[config.mk]
export PLATFORM = sky130hd
export DESIGN_NAME = pmlink_seq
export DESIGN_NICKNAME = d
export VERILOG_FILES = /design/src/rtl/pmlink_pkg.sv /design/src/rtl/pmlink_attn.sv /design/src/rtl/pmlink_ackwait.sv /design/src/rtl/pmlink_ibuf.sv /design/src/rtl/pmlink_seq.sv
export SDC_FILE = /design/constraint.sdc
export NUM_CORES = 1
export LEC_CHECK = 0
export ABC_AREA = 1
export BUFFER_PORTS_ARGS = -buffer_cell sky130_fd_sc_hd__buf_2
export CORE_ASPECT_RATIO = 0.9
export CORE_MARGIN = 5
export CORE_UTILIZATION = 45
export DETAILED_ROUTE_END_ITERATION = 16
export PLACE_DENSITY = 0.69
export SKIP_LAST_GASP = 1
export SYNTH_ARGS = -nofsm -noshare
export SYNTH_HDL_FRONTEND = slang
export SYNTH_SLANG_ARGS = --single-unit
[constraint.sdc]
create_clock -name clk -period 3.9 [get_ports clk]
set_clock_uncertainty 0.2 [all_clocks]
set_input_delay 0.585 -clock clk [delete_from_list [all_inputs] [get_ports clk]]
set_output_delay 0.585 -clock clk [all_outputs]
set_load 0.02 [all_outputs]
[src/rtl/pmlink_pkg.sv]
package pmlink_pkg;
  typedef enum logic [2:0] {
    ST_IDLE,
    ST_SEND,
    ST_INTACK,
    ST_RDREPLY,
    ST_RDINTR
  } pml_state_t;

  localparam logic [7:0] PML_VAR = 8'hFF;
endpackage

[src/rtl/pmlink_attn.sv]
module pmlink_attn (
  input  logic clk,
  input  logic rst,
  input  logic attn,
  input  logic take,
  output logic pend
);
  logic s1, s2, s3;
  logic rise;

  assign rise = s2 & ~s3;

  always_ff @(posedge clk) begin
    if (rst) begin
      s1   <= 1'b0;
      s2   <= 1'b0;
      s3   <= 1'b0;
      pend <= 1'b0;
    end else begin
      s1 <= attn;
      s2 <= s1;
      s3 <= s2;
      if (rise)      pend <= 1'b1;
      else if (take) pend <= 1'b0;
    end
  end


  edge_set_chk: assert property (@(posedge clk) disable iff (rst) rise |=> pend);
endmodule

[src/rtl/pmlink_ackwait.sv]
module pmlink_ackwait #(
  parameter int TMO = 64
) (
  input  logic clk,
  input  logic rst,
  input  logic start,
  input  logic ack_n,
  output logic ok,
  output logic expired
);
  localparam int CW = $clog2(TMO + 1);

  logic          busy;
  logic [CW-1:0] cnt;

  always_ff @(posedge clk) begin
    if (rst) begin
      busy    <= 1'b0;
      cnt     <= '0;
      ok      <= 1'b0;
      expired <= 1'b0;
    end else begin
      ok      <= 1'b0;
      expired <= 1'b0;
      if (start) begin
        busy <= 1'b1;
        cnt  <= '0;
      end else if (busy) begin
        if (ack_n) begin
          ok   <= 1'b1;
          busy <= 1'b0;
        end else if (cnt == CW'(TMO - 1)) begin
          expired <= 1'b1;
          busy    <= 1'b0;
        end else begin
          cnt <= cnt + 1'b1;
        end
      end
    end
  end


  tmo_window_chk: assert property (@(posedge clk) disable iff (rst)
    expired |-> ($past(busy) && !$past(ack_n)));


  ok_excl_chk: assert property (@(posedge clk) disable iff (rst) !(ok && expired));
endmodule

[src/rtl/pmlink_ibuf.sv]
module pmlink_ibuf #(
  parameter int DEPTH = 32,
  parameter int AW    = 5
) (
  input  logic          clk,
  input  logic          we,
  input  logic [AW-1:0] waddr,
  input  logic [7:0]    wdata,
  input  logic [AW-1:0] raddr,
  output logic [7:0]    rdata
);
  logic [7:0] mem [DEPTH];

  always_ff @(posedge clk) begin
    if (we) mem[waddr] <= wdata;
    rdata <= mem[raddr];
  end
endmodule

[src/rtl/pmlink_seq.sv]
module pmlink_seq
  import pmlink_pkg::*;
#(
  parameter int         MAXB      = 32,
  parameter int         NBW       = $clog2(MAXB + 1),
  parameter int         AW        = $clog2(MAXB),
  parameter int         ACK_TMO   = 64,
  parameter logic [7:0] INTACK_OP = 8'h78
) (
  input  logic              clk,
  input  logic              rst,
  input  logic              req_valid,
  input  logic [7:0]        req_opcode,
  input  logic [NBW-1:0]    req_nbytes,
  input  logic [MAXB*8-1:0] req_data,
  input  logic              req_deferred,
  output logic              req_accept,
  output logic              req_reject,
  input  logic              defer_clr,
  output logic [7:0]        lut_op,
  input  logic [7:0]        lut_send,
  input  logic [7:0]        lut_reply,
  output logic              treq_n,
  input  logic              tack_n,
  output logic              sr_load,
  output logic              sr_dir,
  output logic [7:0]        sr_out,
  input  logic              sr_done,
  input  logic [7:0]        sr_in,
  input  logic              attn,
  output logic [7:0]        rx_data,
  output logic              rx_valid,
  output logic              rx_intr,
  output logic              done,
  output logic [NBW-1:0]    done_count,
  output logic              done_intr,
  output logic              err_timeout,
  output logic              err_badlen,
  input  logic [AW-1:0]     ibuf_raddr,
  output logic [7:0]        ibuf_rdata
);
  localparam logic [7:0] MAXB8 = 8'(MAXB);

  pml_state_t     st;
  logic           ph_ack;
  logic [NBW-1:0] idx, cur_nb, rcnt, rcnt_inc;
  logic           len_pend, cur_def, awaiting;
  logic [7:0]     cur_op, rlen, rxb;
  logic           rlen_var;
  logic [7:0]     cur_data [MAXB];
  logic           pend, take, aw_start, aw_ok, aw_exp;
  logic           fits, ib_we;

  assign lut_op   = (st == ST_IDLE) ? req_opcode : cur_op;
  assign take     = (st == ST_IDLE) && pend;
  assign aw_start = sr_done && !ph_ack && (st != ST_IDLE);
  assign rcnt_inc = rcnt + 1'b1;
  assign fits     = (req_nbytes != '0) && (8'(req_nbytes) <= MAXB8) &&
                    ((lut_send == PML_VAR) || (lut_send + 8'd1 == 8'(req_nbytes)));
  assign ib_we    = (st == ST_RDINTR) && ph_ack && aw_ok && !rlen_var;

  pmlink_attn u_attn (
    .clk (clk), .rst (rst), .attn (attn), .take (take), .pend (pend)
  );

  pmlink_ackwait #(.TMO(ACK_TMO)) u_ackwait (
    .clk (clk), .rst (rst), .start (aw_start), .ack_n (tack_n),
    .ok (aw_ok), .expired (aw_exp)
  );

  pmlink_ibuf #(.DEPTH(MAXB), .AW(AW)) u_ibuf (
    .clk (clk), .we (ib_we), .waddr (rcnt[AW-1:0]), .wdata (rxb),
    .raddr (ibuf_raddr), .rdata (ibuf_rdata)
  );

  always_ff @(posedge clk) begin
    if (rst) begin
      st          <= ST_IDLE;
      ph_ack      <= 1'b0;
      idx         <= '0;
      cur_nb      <= '0;
      rcnt        <= '0;
      len_pend    <= 1'b0;
      cur_def     <= 1'b0;
      awaiting    <= 1'b0;
      cur_op      <= '0;
      rlen        <= '0;
      rlen_var    <= 1'b0;
      rxb         <= '0;
      treq_n      <= 1'b1;
      sr_load     <= 1'b0;
      sr_dir      <= 1'b1;
      sr_out      <= '0;
      req_accept  <= 1'b0;
      req_reject  <= 1'b0;
      rx_data     <= '0;
      rx_valid    <= 1'b0;
      rx_intr     <= 1'b0;
      done        <= 1'b0;
      done_count  <= '0;
      done_intr   <= 1'b0;
      err_timeout <= 1'b0;
      err_badlen  <= 1'b0;
      for (int k = 0; k < MAXB; k++) cur_data[k] <= '0;
    end else begin
      sr_load     <= 1'b0;
      req_accept  <= 1'b0;
      req_reject  <= 1'b0;
      rx_valid    <= 1'b0;
      done        <= 1'b0;
      err_timeout <= 1'b0;
      err_badlen  <= 1'b0;
      if (defer_clr) awaiting <= 1'b0;

      if (aw_start) begin
        treq_n <= 1'b1;
        ph_ack <= 1'b1;
        rxb    <= sr_in;
      end

      if (st == ST_IDLE) begin
        if (pend) begin
          sr_load <= 1'b1;
          sr_dir  <= 1'b1;
          sr_out  <= INTACK_OP;
          treq_n  <= 1'b0;
          ph_ack  <= 1'b0;
          st      <= ST_INTACK;
        end else if (req_valid) begin
          if (!fits) begin
            req_reject <= 1'b1;
          end else if (!(req_deferred && awaiting)) begin
            req_accept <= 1'b1;
            cur_op     <= req_opcode;
            cur_nb     <= req_nbytes;
            cur_def    <= req_deferred;
            len_pend   <= (lut_send == PML_VAR);
            idx        <= NBW'(1);
            for (int k = 0; k < MAXB; k++) cur_data[k] <= req_data[8*k +: 8];
            sr_load    <= 1'b1;
            sr_dir     <= 1'b1;
            sr_out     <= req_opcode;
            treq_n     <= 1'b0;
            ph_ack     <= 1'b0;
            st         <= ST_SEND;
          end
        end
      end else if (ph_ack && aw_exp) begin
        err_timeout <= 1'b1;
        ph_ack      <= 1'b0;
        st          <= ST_IDLE;
      end else if (ph_ack && aw_ok) begin
        ph_ack <= 1'b0;
        unique case (st)
          ST_SEND: begin
            if (len_pend) begin
              len_pend <= 1'b0;
              sr_load  <= 1'b1;
              sr_dir   <= 1'b1;
              sr_out   <= 8'(cur_nb - 1'b1);
              treq_n   <= 1'b0;
            end else if (idx < cur_nb) begin
              idx     <= idx + 1'b1;
              sr_load <= 1'b1;
              sr_dir  <= 1'b1;
              sr_out  <= cur_data[idx[AW-1:0]];
              treq_n  <= 1'b0;
            end else if (lut_reply == 8'd0) begin
              done       <= 1'b1;
              done_count <= '0;
              done_intr  <= 1'b0;
              st         <= ST_IDLE;
              if (cur_def) awaiting <= 1'b1;
            end else begin
              rlen_var <= (lut_reply == PML_VAR);
              rlen     <= lut_reply;
              rcnt     <= '0;
              st       <= ST_RDREPLY;
              sr_load  <= 1'b1;
              sr_dir   <= 1'b0;
              treq_n   <= 1'b0;
            end
          end
          ST_INTACK: begin
            rlen_var <= 1'b1;
            rcnt     <= '0;
            st       <= ST_RDINTR;
            sr_load  <= 1'b1;
            sr_dir   <= 1'b0;
            treq_n   <= 1'b0;
          end
          ST_RDREPLY, ST_RDINTR: begin
            if (rlen_var) begin
              if (rxb > MAXB8) begin
                err_badlen <= 1'b1;
                st         <= ST_IDLE;
              end else if (rxb == 8'd0) begin
                rlen_var   <= 1'b0;
                done       <= 1'b1;
                done_count <= '0;
                done_intr  <= (st == ST_RDINTR);
                st         <= ST_IDLE;
                if (st == ST_RDREPLY && cur_def) awaiting <= 1'b1;
              end else begin
                rlen_var <= 1'b0;
                rlen     <= rxb;
                sr_load  <= 1'b1;
                sr_dir   <= 1'b0;
                treq_n   <= 1'b0;
              end
            end else begin
              rx_data  <= rxb;
              rx_valid <= 1'b1;
              rx_intr  <= (st == ST_RDINTR);
              rcnt     <= rcnt_inc;
              if (8'(rcnt_inc) < rlen) begin
                sr_load <= 1'b1;
                sr_dir  <= 1'b0;
                treq_n  <= 1'b0;
              end else begin
                done       <= 1'b1;
                done_count <= rcnt_inc;
                done_intr  <= (st == ST_RDINTR);
                st         <= ST_IDLE;
                if (st == ST_RDREPLY && cur_def) awaiting <= 1'b1;
              end
            end
          end
          default: st <= ST_IDLE;
        endcase
      end
    end
  end


  done_excl_chk: assert property (@(posedge clk) disable iff (rst)
    done |-> (!err_timeout && !err_badlen));


  badlen_idle_chk: assert property (@(posedge clk) disable iff (rst)
    err_badlen |-> (st == ST_IDLE && !done));


  defer_hold_chk: assert property (@(posedge clk) disable iff (rst)
    (st == ST_IDLE && !pend && req_valid && req_deferred && awaiting && !defer_clr)
      |=> !req_accept);


  load_treq_chk: assert property (@(posedge clk) disable iff (rst)
    sr_load |-> !treq_n);


  intr_tag_chk: assert property (@(posedge clk) disable iff (rst)
    (rx_valid && rx_intr) |-> $past(st == ST_RDINTR));
endmodule

; ---- Word level (Yosys, flattened, before mapping)
; Memories as Yosys holds them, arrays and structs flattened. A register that Yosys moved wholly into a read port is not among the register bits.
; Cells that the tools add are included.
[word_totals]
register_bits = 97
mem_bits_rw = 512
inputBits = 307
output_inout_bits = 49
word_cells = 382
n_memories = 2
[mem_list]
columns = name, depth, word_bits, rd, rd_ports_with_merged_regs, wr, line_no
row1 = cur_data, 32, 8, 1, 1, 32, pmlink_seq.sv:50  ; logic [7:0] cur_data [MAXB];
row2 = u_ibuf.mem, 32, 8, 1, 1, 1, pmlink_ibuf.sv:12  ; logic [7:0] mem [DEPTH];
[op_classes]
n_addsub = 5
n_lt_le_gt_ge = 4
n_eq_ne = 36
mux = 207
bitwise_logic = 45
n_reduce_logical = 49
[ops]
columns = op, n
row1 = $mux W8, 49
row2 = $mux W6, 21
row3 = $mux W1, 110
row4 = $mux W3, 13
row5 = $or A1 B1 Y1, 32
row6 = $reduce_and A10 Y1, 3
row7 = $ne A2 B2 Y1 const B, 13
row8 = $reduce_and A7 Y1, 3
row9 = $ne A4 B4 Y1 const B, 5
row10 = $pmux W6 S3, 1
row11 = $eq A8 B8 Y1 const B, 2
row12 = $logic_not A8 Y1, 2
row13 = $pmux W8 S2, 1
row14 = $reduce_and A8 Y1, 2
row15 = $add A6 B1 Y6 const B, 2
row16 = $logic_and A1 B1 Y1, 12
row17 = $not A1 Y1, 12
row18 = $pmux W1 S3, 4
row19 = $pmux W6 S2, 1
row20 = $reduce_bool A3 Y1, 4
row21 = $reduce_or A4 Y1, 3
row22 = $mux W5, 2
row23 = $ne A5 B5 Y1 const B, 2
row24 = $reduce_and A5 Y1, 2
row25 = 31 further kinds, 45

; ---- Longest topological paths before layout
[depth]
word_depth = 11
ltp_mapped = 16
ltp_nobuf = 16

; ---- By module
; From an unflattened synthesis, not the netlist that was laid out.
[hier_totals]
cells_unflattened = 2948
hier_area_um2 = 27986.8
[by_module_without_submodules]
columns = module, n_inst, cells_each, area_each_um2, seq_area_each_um2
row1 = pmlink_seq, 1, 1938, 16577.1, 9449.1
row2 = pmlink_ibuf, 1, 922, 10786.6, 7847.5
row3 = pmlink_ackwait, 1, 72, 490.5, 200.2
row4 = pmlink_attn, 1, 16, 132.6, 80.1

; ---- Worst setup path after synthesis
; OpenSTA, ideal clock, no wires.
[synth_path]
path_type = input-to-reg
from = in lut_send[0]
to = mem cur_data[0][0], enable pin
setup_ps = 441
arrival_ps = 3493
required_time_ps = 3259
path_slack_ps = -234
cell_stages = 11
path_buffers = 1
cell_sequence = ha_1 > xnor2_1 > nand2_1 > nor2_1 > nand3_1 > nand2_1 > nand3_2 > inv_2 > nand3_1 > nand2_1 > buf_4
[synth_rtl]
columns = item, line_no
row1 = start: declaration, pmlink_seq.sv:21  ; input logic [7:0] lut_send,
row2 = end: declaration, pmlink_seq.sv:50

; ---- Worst setup path after layout
[layout_path]
from = reg st[2]
to = out lut_op[0]
[layout_via]
elab_chain_cells = 2
[layout_rtl]
columns = item, line_no
row1 = start: declaration, pmlink_seq.sv:44  ; pml_state_t st;
row2 = start signal: assignment, pmlink_seq.sv:78  ; st <= ST_IDLE;
row3 = start signal: assignment, pmlink_seq.sv:128  ; st <= ST_INTACK;
row4 = start signal: assignment, pmlink_seq.sv:145  ; st <= ST_SEND;
row5 = $logic_not A3 Y1, pmlink_seq.sv:54  ; assign lut_op = (st == ST_IDLE) ? req_opcode : cur_op;
row6 = $mux W8, pmlink_seq.sv:54
row7 = end: declaration, pmlink_seq.sv:20  ; output logic [7:0] lut_op,
; No other way between the ends.

==> flow_summary.toml <==
[run_status]
outcome = "finished clean"

[route]
wire_per_inst_um = 19.4
drt_pass1_iterations = 8
route.vias.total = 21100
drc = 0
viasPerCell = 5.32
ant_nets = 0
drt-total-wl_um = 77000
drtIter0Drc = 2038

[yosys]
yosys.cell_types.count = 45
synth_fp_nets = 3123
syn-cell-area_mm2 = 0.0274
avgSynthCellArea_um2 = 9.80
synth.largest_area_cell = "edfxtp_1"
async_flop_share_pct = 0
ys_seq_area_share_pct = 64.1
synthTopCellsByArea = "edfxtp_1, nor2_1, dfxtp_1"
synth_top_cell_area_share_pct = 56.1
ys_warn_count = 0
synthFlopType = "edfxtp_1"
synth_seq_cells = 622
synthCells = 2798
synth_edf_count = 512

[clock_tree]
cts_buffers = 67
clkLatencyLatePin_ns = 0.61
cts_resized = 0
clkTransAtPathRegs_ns = 0.06
h-tree-depth = 3
cts_tree = "yes"
clk_path_buf_depth = 3
clock_sink_count = 622
cts_root_buf = "clkbuf_16"

[timing]
slew_viol_final = 0
setup-tns-final_ns = 0
rsz0062_at_grt = "no"
timing.slew.headroom_pct = 41.1
finalCritPeriodShare_pct = 81.1
finalSetupViolations = 0
max_freq_ghz = 0.316
hold_viol = 0
worst_pin_slew_ns = 0.883
fin_hold_ws_ns = 0.0287
period_needed_ns = 3.16

[worst_setup_path]
worstReg2RegStart = "st[0]"
cp.required_ns = 3.12
worstSetupStartpoint = "st[2]"
worstSetupEndpointType = "primary output"
worst-setup-path-type = "register to primary output"
crit_path_max_fanout = 17
crit_arrival_ns = 2.38
r2r_cells = 5
start_kind = "register"

[die]
coreArea_mm2 = 0.0601
row_count = 85
pin_count = 356
die-area_mm2 = 0.0660
die_h_um = 244
die_w_um = 270
initial_utilization_pct = 45.6

[placed_design]
portBuffers = 355
routabilityCongestion = 0.883
dp_hpwl_um = 51300
dp.cells = 3839

[layout]
fin_cells = 3968
final_nets = 3452
fill_cells = 5288
multi_input_area_mm2 = 0.00777
final_util_pct = 53.7
area_growth_pct = 17.7
register_area_mm2 = 0.0176
drive_above_1_share_pct = 16.7

[run]
maxCapViolations = 0

[worst_hold_path]
min_path_type = "input pin to register"
min_from = "req_opcode[1]"
hold_path_depth = 3

[global_routing]
grt_start_max_net_pins = 146
grt_pass1_wl_um = 118000
gr-usage-all-layers_pct = 22.7
grt_overflow = 0
grt_antenna_before_repair = 7
grt_pass1_vias = 20500

[pwr]
cellLeakagePower_nw = 13.4
cellPowerDensity_mw_per_mm2 = 544
ir_worst_vdd_v = 0.000337
## cells by family (layout without fill, tap and decap cells)
kind of cell	Yosys count	in the layout	share of synthesized area, %
other	0	5	0
adder cells (fa/ha/maj)	18	18	0.821
XOR/XNOR	12	12	0.383
buffers and inverters	530	912	7.59
AO/OA/AOI/OAI	526	526	11.1
flip-flops	622	622	64.1
AND/OR/NAND/NOR	1090	1090	16.0
## placed cells by master (no fill, tap or decap), types with 68 or more instances in the layout
cell / n
dfxtp_1: 107
nand2_1: 237
o221ai_1: 68
inv_1: 369
nand3_1: 137
edfxtp_1: 512
o21ai_0: 320
buf_2: 353
clkbuf_16: 70
nor2_1: 673
## layer usage
| metal | GRT usage, % | wire length (µm) | vias to the layer above |
|---|---|---|---|
| met5 | 0 | 33 | - |
| met4 | 8.39 | 2690 | 4 |
| met3 | 4.56 | 5750 | 155 |
| met2 | 36.2 | 35800 | 844 |
| met1 | 31.2 | 32800 | 10000 |
| li1 | - | - | 10100 |
## through the flow
step	total power [mW]	instance area [µm²]	setup slack, ns
2_1_floorplan	9.99	27400	0.264
3_3_place_gp	11.3	30000	0.587
3_5_place_dp	11.3	30000	0.562
4_1_cts	17.6	32300	0.727
5_1_grt	18.3	32300	0.601
6_report	17.5	32300	0.737
## cell usage after synthesis, types with 2 or more instances
master / number
clkbuf_1: 118
a21oi_1: 42
o221ai_1: 68
edfxtp_1: 512
dfxtp_1: 110
nand3_2: 2
o21a_1: 3
a211oi_1: 8
o32ai_1: 2
ha_1: 18
buf_1: 3
nor2_1: 673
a32oi_1: 7
o21ai_0: 320
nand2_2: 3
nand3_1: 137
o22ai_1: 55
buf_6: 4
a31oi_1: 9
nor3_1: 15
inv_2: 3
xor2_1: 9
inv_1: 371
nor4_1: 2
xnor2_1: 3
nand2_1: 238
nand4_1: 8
nor2_2: 2
or2_2: 3
buf_2: 16
clkinv_1: 4
o21ai_1: 7
buf_4: 11
## final timing paths
path | end | slack [ns]
min reg2reg | u_attn.s2 | 0.21
min | cur_op[1] | 0.03
max reg2reg | u_ibuf.mem[28][3] | 0.93
max | lut_op[0] | 0.74
## what timing repair did
| item | CTS | global route |
|---|---|---|
| hold buffers | 2 | 0 |
| hold endpoints to repair | 2 | 0 |
| setup buffers | 0 | 0 |
## critical path: stages, from the launching register on
cell	delay, ns
dfxtp_1	0.34
nor2_1	0.19
nand2_1	0.27
inv_2	0.36
nand2_1	0.17
o21ai_0	0.20
buf_2	0.24
## final cells by class
class	count	share of cell area (%)
clock inverters	29	0.946
flip-flops and latches	622	54.5
multi-input cells	1646	24.1
diodes	5	0.0388
clock buffers	93	5.83
repair buffers	412	7.17
well taps	783	3.04
inverters	378	4.40
## power by group
group | switching [mW] | internal [mW] | total [mW]
clock network | 2.62 | 3.73 | 6.35
registers | 0.187 | 7.70 | 7.88
logic | 2.38 | 0.936 | 3.32
## state kept, by name, indices dropped and copies added, names as in the netlist, 3 cells and up, named ones only
register and count:
u_ibuf.rdata 8, u_ibuf.mem 256, rx_data 8, cur_op 8, done_count 6, u_ackwait.cnt 7, rxb 8, idx 6
rlen 8, cur_nb 6, st 3, cur_data 256, rcnt 6, sr_out 8
Note: power is estimated with default switching activity, not from simulation.
